File: config.mk
export PLATFORM = sky130hd
export DESIGN_NAME = idx_postbyte_ea
export DESIGN_NICKNAME = d
export VERILOG_FILES = /design/src/rtl/idx_pb_pkg.sv /design/src/rtl/idx_pb_decode.sv /design/src/rtl/idx_ea_calc.sv /design/src/rtl/idx_postbyte_ea.sv
export SDC_FILE = /design/constraint.sdc
export NUM_CORES = 1
export LEC_CHECK = 0
export BUFFER_PORTS_ARGS = -buffer_cell sky130_fd_sc_hd__buf_2
export CAP_MARGIN = 10
export CELL_PAD_IN_SITES_DETAIL_PLACEMENT = 0
export CELL_PAD_IN_SITES_GLOBAL_PLACEMENT = 2
export CORE_UTILIZATION = 29
export DETAILED_ROUTE_END_ITERATION = 12
export GPL_TIMING_DRIVEN = 0
export PLACE_DENSITY = 0.7
export SLEW_MARGIN = 20
export SYNTH_ARGS = -nofsm -noshare
export SYNTH_HDL_FRONTEND = slang
export SYNTH_SLANG_ARGS = --single-unit
File: constraint.sdc
create_clock -name clk -period 8 [get_ports clk]
set_input_delay 1.2 -clock clk [delete_from_list [all_inputs] [get_ports clk]]
set_output_delay 1.2 -clock clk [all_outputs]
set_load 0.03 [all_outputs]
File: src/rtl/idx_pb_pkg.sv
package idx_pb_pkg;

   typedef enum logic [3:0] {
      K_SHORT, K_INC1, K_INC2, K_DEC1, K_DEC2, K_ZERO, K_ACCB, K_ACCA,
      K_OFS8, K_OFS16, K_ACCD, K_PC8, K_PC16, K_ABS, K_ILL
   } ea_kind_e;

   typedef enum logic [2:0] {
      ST_IDLE, ST_REQ, ST_WAIT, ST_CALC, ST_FIN
   } seq_state_e;

   // Number of offset bytes following a postbyte.
   function automatic logic [1:0] ofs_bytes(input logic [7:0] pb);
      logic [1:0] n;
      n = 2'd0;
      if (pb[7]) begin
         case (pb[3:0])
            4'h8, 4'hC:        n = 2'd1;
            4'h9, 4'hD, 4'hF:  n = 2'd2;
            default:           n = 2'd0;
         endcase
      end
      return n;
   endfunction

endpackage

File: src/rtl/idx_pb_decode.sv
module idx_pb_decode
   import idx_pb_pkg::*;
#(
   parameter int COST_W = 4
) (
   input  logic [7:0]        pb,
   output ea_kind_e          kind,
   output logic              indirect,
   output logic              auto_upd,
   output logic [COST_W-1:0] cost
);

   localparam int IND_COST = 3;

   generate
      if (COST_W < 4) begin : g_bad_cost
         $error("COST_W must hold a cost of 8");
      end
   endgenerate

   logic [COST_W-1:0] base_cost;

   always_comb begin
      kind      = K_ILL;
      base_cost = '0;
      if (!pb[7]) begin
         kind      = K_SHORT;
         base_cost = COST_W'(1);
      end else begin
         case (pb[3:0])
            4'h0: begin kind = K_INC1;  base_cost = COST_W'(2); end
            4'h1: begin kind = K_INC2;  base_cost = COST_W'(3); end
            4'h2: begin kind = K_DEC1;  base_cost = COST_W'(2); end
            4'h3: begin kind = K_DEC2;  base_cost = COST_W'(3); end
            4'h4: begin kind = K_ZERO;  base_cost = COST_W'(0); end
            4'h5: begin kind = K_ACCB;  base_cost = COST_W'(1); end
            4'h6: begin kind = K_ACCA;  base_cost = COST_W'(1); end
            4'h8: begin kind = K_OFS8;  base_cost = COST_W'(1); end
            4'h9: begin kind = K_OFS16; base_cost = COST_W'(4); end
            4'hB: begin kind = K_ACCD;  base_cost = COST_W'(4); end
            4'hC: begin kind = K_PC8;   base_cost = COST_W'(1); end
            4'hD: begin kind = K_PC16;  base_cost = COST_W'(5); end
            4'hF: begin kind = K_ABS;   base_cost = COST_W'(3); end
            default: begin kind = K_ILL; base_cost = '0; end
         endcase
      end
   end

   assign indirect = pb[7] & pb[4];
   assign auto_upd = (kind == K_INC1) || (kind == K_INC2) ||
                     (kind == K_DEC1) || (kind == K_DEC2);
   assign cost     = base_cost + (indirect ? COST_W'(IND_COST) : '0);

endmodule

File: src/rtl/idx_ea_calc.sv
module idx_ea_calc
   import idx_pb_pkg::*;
#(
   parameter int DW = 8,
   localparam int AW = 2 * DW
) (
   input  ea_kind_e      kind,
   input  logic [4:0]    short_ofs,
   input  logic [AW-1:0] base,
   input  logic [DW-1:0] acc_a,
   input  logic [DW-1:0] acc_b,
   input  logic [AW-1:0] ofs,
   input  logic [AW-1:0] pc_after,
   output logic [AW-1:0] ea,
   output logic [AW-1:0] wb
);

   logic [AW-1:0] sx_short, sx_a, sx_b, sx_o8, acc_d;

   assign sx_short = {{(AW-5){short_ofs[4]}}, short_ofs};
   assign sx_a     = {{(AW-DW){acc_a[DW-1]}}, acc_a};
   assign sx_b     = {{(AW-DW){acc_b[DW-1]}}, acc_b};
   assign sx_o8    = {{(AW-DW){ofs[DW-1]}}, ofs[DW-1:0]};
   assign acc_d    = {acc_a, acc_b};

   always_comb begin
      wb = base;
      unique case (kind)
         K_SHORT: ea = base + sx_short;
         K_INC1:  begin ea = base; wb = base + AW'(1); end
         K_INC2:  begin ea = base; wb = base + AW'(2); end
         K_DEC1:  begin wb = base - AW'(1); ea = wb; end
         K_DEC2:  begin wb = base - AW'(2); ea = wb; end
         K_ZERO:  ea = base;
         K_ACCB:  ea = base + sx_b;
         K_ACCA:  ea = base + sx_a;
         K_OFS8:  ea = base + sx_o8;
         K_OFS16: ea = base + ofs;
         K_ACCD:  ea = base + acc_d;
         K_PC8:   ea = pc_after + sx_o8;
         K_PC16:  ea = pc_after + ofs;
         K_ABS:   ea = ofs;
         default: ea = '0;
      endcase
   end

endmodule

File: src/rtl/idx_postbyte_ea.sv
module idx_postbyte_ea
   import idx_pb_pkg::*;
#(
   parameter int DW     = 8,
   parameter int COST_W = 4,
   localparam int AW    = 2 * DW
) (
   input  logic              clk,
   input  logic              rst_n,
   input  logic              start,
   input  logic [DW-1:0]     postbyte,
   input  logic [AW-1:0]     reg_x,
   input  logic [AW-1:0]     reg_y,
   input  logic [AW-1:0]     reg_u,
   input  logic [AW-1:0]     reg_s,
   input  logic [DW-1:0]     acc_a,
   input  logic [DW-1:0]     acc_b,
   input  logic [AW-1:0]     pc_in,
   output logic              mem_req,
   output logic [AW-1:0]     mem_addr,
   input  logic              mem_valid,
   input  logic [DW-1:0]     mem_rdata,
   output logic [AW-1:0]     ea,
   output logic [AW-1:0]     pc_next,
   output logic [COST_W-1:0] cost,
   output logic              idx_we,
   output logic [1:0]        idx_sel,
   output logic [AW-1:0]     idx_wdata,
   output logic              done
);

   localparam int NUM_IDX = 4;

   generate
      if (DW != 8) begin : g_bad_dw
         $error("postbyte layout is fixed at eight bits");
      end
   endgenerate

   seq_state_e        state_q;
   logic [DW-1:0]     pb_q, a_q, b_q;
   logic [AW-1:0]     base_q, pc_q, ofs_q, addr_q, ea_q, pcn_q;
   logic [1:0]        left_q;
   logic              ind_q;
   logic [COST_W-1:0] cost_q;

   // Base register selection at start.
   logic [AW-1:0] idx_bank [NUM_IDX];
   logic [AW-1:0] sel_base;
   assign idx_bank[0] = reg_x;
   assign idx_bank[1] = reg_y;
   assign idx_bank[2] = reg_u;
   assign idx_bank[3] = reg_s;
   assign sel_base    = idx_bank[postbyte[6:5]];

   logic [1:0] nb_start, nb_q;
   assign nb_start = ofs_bytes(postbyte);
   assign nb_q     = ofs_bytes(pb_q);

   ea_kind_e          dec_kind;
   logic              dec_ind, dec_auto;
   logic [COST_W-1:0] dec_cost;

   idx_pb_decode #(.COST_W(COST_W)) u_dec (
      .pb       (pb_q),
      .kind     (dec_kind),
      .indirect (dec_ind),
      .auto_upd (dec_auto),
      .cost     (dec_cost)
   );

   logic [AW-1:0] pc_after, calc_ea, calc_wb;
   assign pc_after = pc_q + AW'(nb_q);

   idx_ea_calc #(.DW(DW)) u_calc (
      .kind      (dec_kind),
      .short_ofs (pb_q[4:0]),
      .base      (base_q),
      .acc_a     (a_q),
      .acc_b     (b_q),
      .ofs       (ofs_q),
      .pc_after  (pc_after),
      .ea        (calc_ea),
      .wb        (calc_wb)
   );

   always_ff @(posedge clk or negedge rst_n) begin
      if (!rst_n) begin
         state_q <= ST_IDLE;
         pb_q    <= '0;
         a_q     <= '0;
         b_q     <= '0;
         base_q  <= '0;
         pc_q    <= '0;
         ofs_q   <= '0;
         addr_q  <= '0;
         ea_q    <= '0;
         pcn_q   <= '0;
         left_q  <= '0;
         ind_q   <= 1'b0;
         cost_q  <= '0;
      end else begin
         case (state_q)
            ST_IDLE: begin
               if (start) begin
                  pb_q    <= postbyte;
                  base_q  <= sel_base;
                  a_q     <= acc_a;
                  b_q     <= acc_b;
                  pc_q    <= pc_in;
                  addr_q  <= pc_in;
                  ofs_q   <= '0;
                  ind_q   <= 1'b0;
                  left_q  <= nb_start;
                  state_q <= (nb_start != 2'd0) ? ST_REQ : ST_CALC;
               end
            end
            ST_REQ: state_q <= ST_WAIT;
            ST_WAIT: begin
               if (mem_valid) begin
                  ofs_q  <= {ofs_q[DW-1:0], mem_rdata};
                  addr_q <= addr_q + AW'(1);
                  left_q <= left_q - 2'd1;
                  if (left_q == 2'd1) begin
                     if (ind_q) begin
                        ea_q    <= {ofs_q[DW-1:0], mem_rdata};
                        state_q <= ST_FIN;
                     end else begin
                        state_q <= ST_CALC;
                     end
                  end else begin
                     state_q <= ST_REQ;
                  end
               end
            end
            ST_CALC: begin
               ea_q   <= calc_ea;
               pcn_q  <= pc_after;
               cost_q <= dec_cost;
               if (dec_ind) begin
                  addr_q  <= calc_ea;
                  left_q  <= 2'd2;
                  ind_q   <= 1'b1;
                  state_q <= ST_REQ;
               end else begin
                  state_q <= ST_FIN;
               end
            end
            ST_FIN:  state_q <= ST_IDLE;
            default: state_q <= ST_IDLE;
         endcase
      end
   end

   assign mem_req   = (state_q == ST_REQ);
   assign mem_addr  = addr_q;
   assign done      = (state_q == ST_FIN);
   assign ea        = ea_q;
   assign pc_next   = pcn_q;
   assign cost      = cost_q;
   assign idx_we    = (state_q == ST_CALC) && dec_auto;
   assign idx_sel   = pb_q[6:5];
   assign idx_wdata = calc_wb;

endmodule

==> flow_summary.ini <==
[die]
die_y_um = 197
die_width_um = 197
initial_core_util = 0.297
dieArea_um2 = 38600
coreArea_um2 = 37000
rows = 70
ios = 189

[detailed_routing]
wire_per_inst_um = 24.0
drt_iter0_drc = 956
totalWireLength_um = 49000
vias = 11400
vias_per_cell = 5.58
drc_errors = 0
dr.pass1.iters = 8
ant_nets = 0

[timing]
slew_viol_final = 0
relSlewSlack = 0.276
rsz0062_at_grt = false
setup_violations = 0
fmax_mhz = 158
setup_tns_ns = 0
worstMarginPinSlew_ns = 1.07
finalHoldViolations = 0
fin_ws_ns = 1.68
fin_crit_ns = 6.32
clock_skew_ns = 0.00719
finalCritPeriodShare = 0.790

[yosys]
post-synth-top-count-cell = nand2_1
synth_warnings = 0
avgSynthCellArea_um2 = 8.33
yosys_register_bits = 130
netlist_area_um2 = 11000
synthDominantCellAreaShare = 0.296
yosysUniqueCellTypes = 83
synth_seq_area_share = 0.296
yosys.area.top_type = dfrtp_1
synthTopCellsByCount = nand2_1, dfrtp_1, o21ai_0
synthFlopType = dfrtp_1
synth_edf_count = 0
syn_nets = 1499
synthArstFlopShare = 1.00
synthTopCellsByArea = dfrtp_1, ha_1, nand2_1
syn_inst = 1317

[global_route]
grt_overflow_total = 0
met3_usage = 0.0354
grt_max_degree = 91
grt_use_total = 0.256
grt_pass1_wl_um = 72500
antenna_found_initial = 0
use_met2 = 0.404
grt_pass1_vias = 11100
use_met1 = 0.361
top_usage_layer = met2

[placement]
dpl_worst_slack_ns = 1.80
gp_congestion = 0.903
placed_area_um2 = 12600
dp_hpwl_um = 38600
portBuffers = 186

[critical_path]
crit_arrival_ns = 6.61
path_max_fanout = 10
startpoint_type = register
path_class = reg -> reg
crit_required_ns = 8.29
crit_path_end_kind = register

[clock_network]
clk_pin_slew_ns = 0.06
cts.sinks = 130
post_cts_buffers = 0
ctsHtreeMaxLevel = 4
insertion_delay_ns = 0.46
cts-root-buf = clkbuf_16
cts_tree = yes
numCtsBuffers = 17
ctsHoldBuffers = 0
cts-resized-gates = 0
clockBufferDepth = 2

[flow_run]
maxCapViolCount = 0

[run_status]
status = finished clean

[layout]
syn_to_final_growth_pct = 19.7
post-route-cell-area_um2 = 13100
diodes = 0
nNetsFinal = 1705
drive_gt1_frac = 0.214
final_core_util = 0.356

[min_path]
worstHoldPathType = reg -> reg
==> worst max-delay path, cell delays in order, from the launching register on <==
cell	delay [ns]
dfrtp_1	0.52
inv_1	0.19
ha_1	0.40
o211a_1	0.25
buf_2	0.20
o211ai_1	0.31
clkbuf_1	0.56
clkbuf_1	0.50
nand2_1	0.10
o21ai_0	0.12
ha_1	0.31
nor2b_1	0.19
o31a_1	0.34
o311ai_0	0.42
a31oi_1	0.23
o21ai_0	0.29
xor2_1	0.24
o22ai_1	0.10
o21ai_0	0.70
a31oi_1	0.19
==> state kept, by name (all words and copies together) (netlist names) <==
name	cells
base_q	16
b_q	8
ofs_q	16
pc_next	16
ind_q	1
cost	4
pb_q	8
a_q	8
left_q	2
ea	16
state_q	3
pc_q	16
mem_addr	16
==> routing by layer <==
metal | wire [µm] | share of wire | up-vias
met5 | 0 | 0 | -
li1 | - | - | 5310
met3 | 2490 | 0.051 | 43
met1 | 23300 | 0.47 | 5667
met2 | 22300 | 0.46 | 348
met4 | 909 | 0.019 | 0
==> cell usage in the layout, fill, tap and decap left out, types with 36 or more instances in the layout <==
cell type    n
buf_2      195
nand2_1    174
dfrtp_1    130
o21ai_0    125
nor2_1     116
a21oi_1     99
clkbuf_1    62
ha_1        61
mux2_2      54
nand3_1     36
==> through the flow <==
stage          hold slack [ns]  std cells
6_report                 0.474       2039
5_1_grt                  0.512       2039
4_1_cts                  0.487       2039
3_5_place_dp             0.474       2008
3_3_place_gp             0.465       2007
2_1_floorplan            0.478       1317
==> kinds of logic after synthesis <==
group | after synthesis | share of synthesized area
multiplexers | 72 | 0.0900
AO/OA/AOI/OAI | 441 | 0.263
flip-flops | 130 | 0.296
XOR/XNOR | 55 | 0.0439
buffers and inverters | 106 | 0.0405
adder cells (fa/ha/maj) | 66 | 0.0787
AND/OR/NAND/NOR | 447 | 0.188
==> area by class of cell <==
cell class	count	area [µm²]
clock inverters	8	80.1
fillers	3966	23800
multi-input cells	1081	7300
clock buffers	23	468
inverters	29	109
flip-flops and latches	130	3250
plain buffers	77	335
repair buffers	187	968
well taps	504	631
==> worst paths after layout <==
kind / startpoint / to / slack [ns] / depth (start not counted)
min in group asynchronous: rst_n / b_q[3] / 0.63 / 1
max reg2reg: pb_q[0] / ea[14] / 1.68 / 19
max in group asynchronous: rst_n / ofs_q[14] / 6.52 / 2
max: pb_q[0] / ea[14] / 1.68 / 19
min reg2reg: pc_next[13] / pc_next[13] / 0.47 / 2
min: pc_next[13] / pc_next[13] / 0.47 / 2
Power is not shown: default switching activity piles up to over one toggle a cycle in this logic, so the estimate is an artifact.
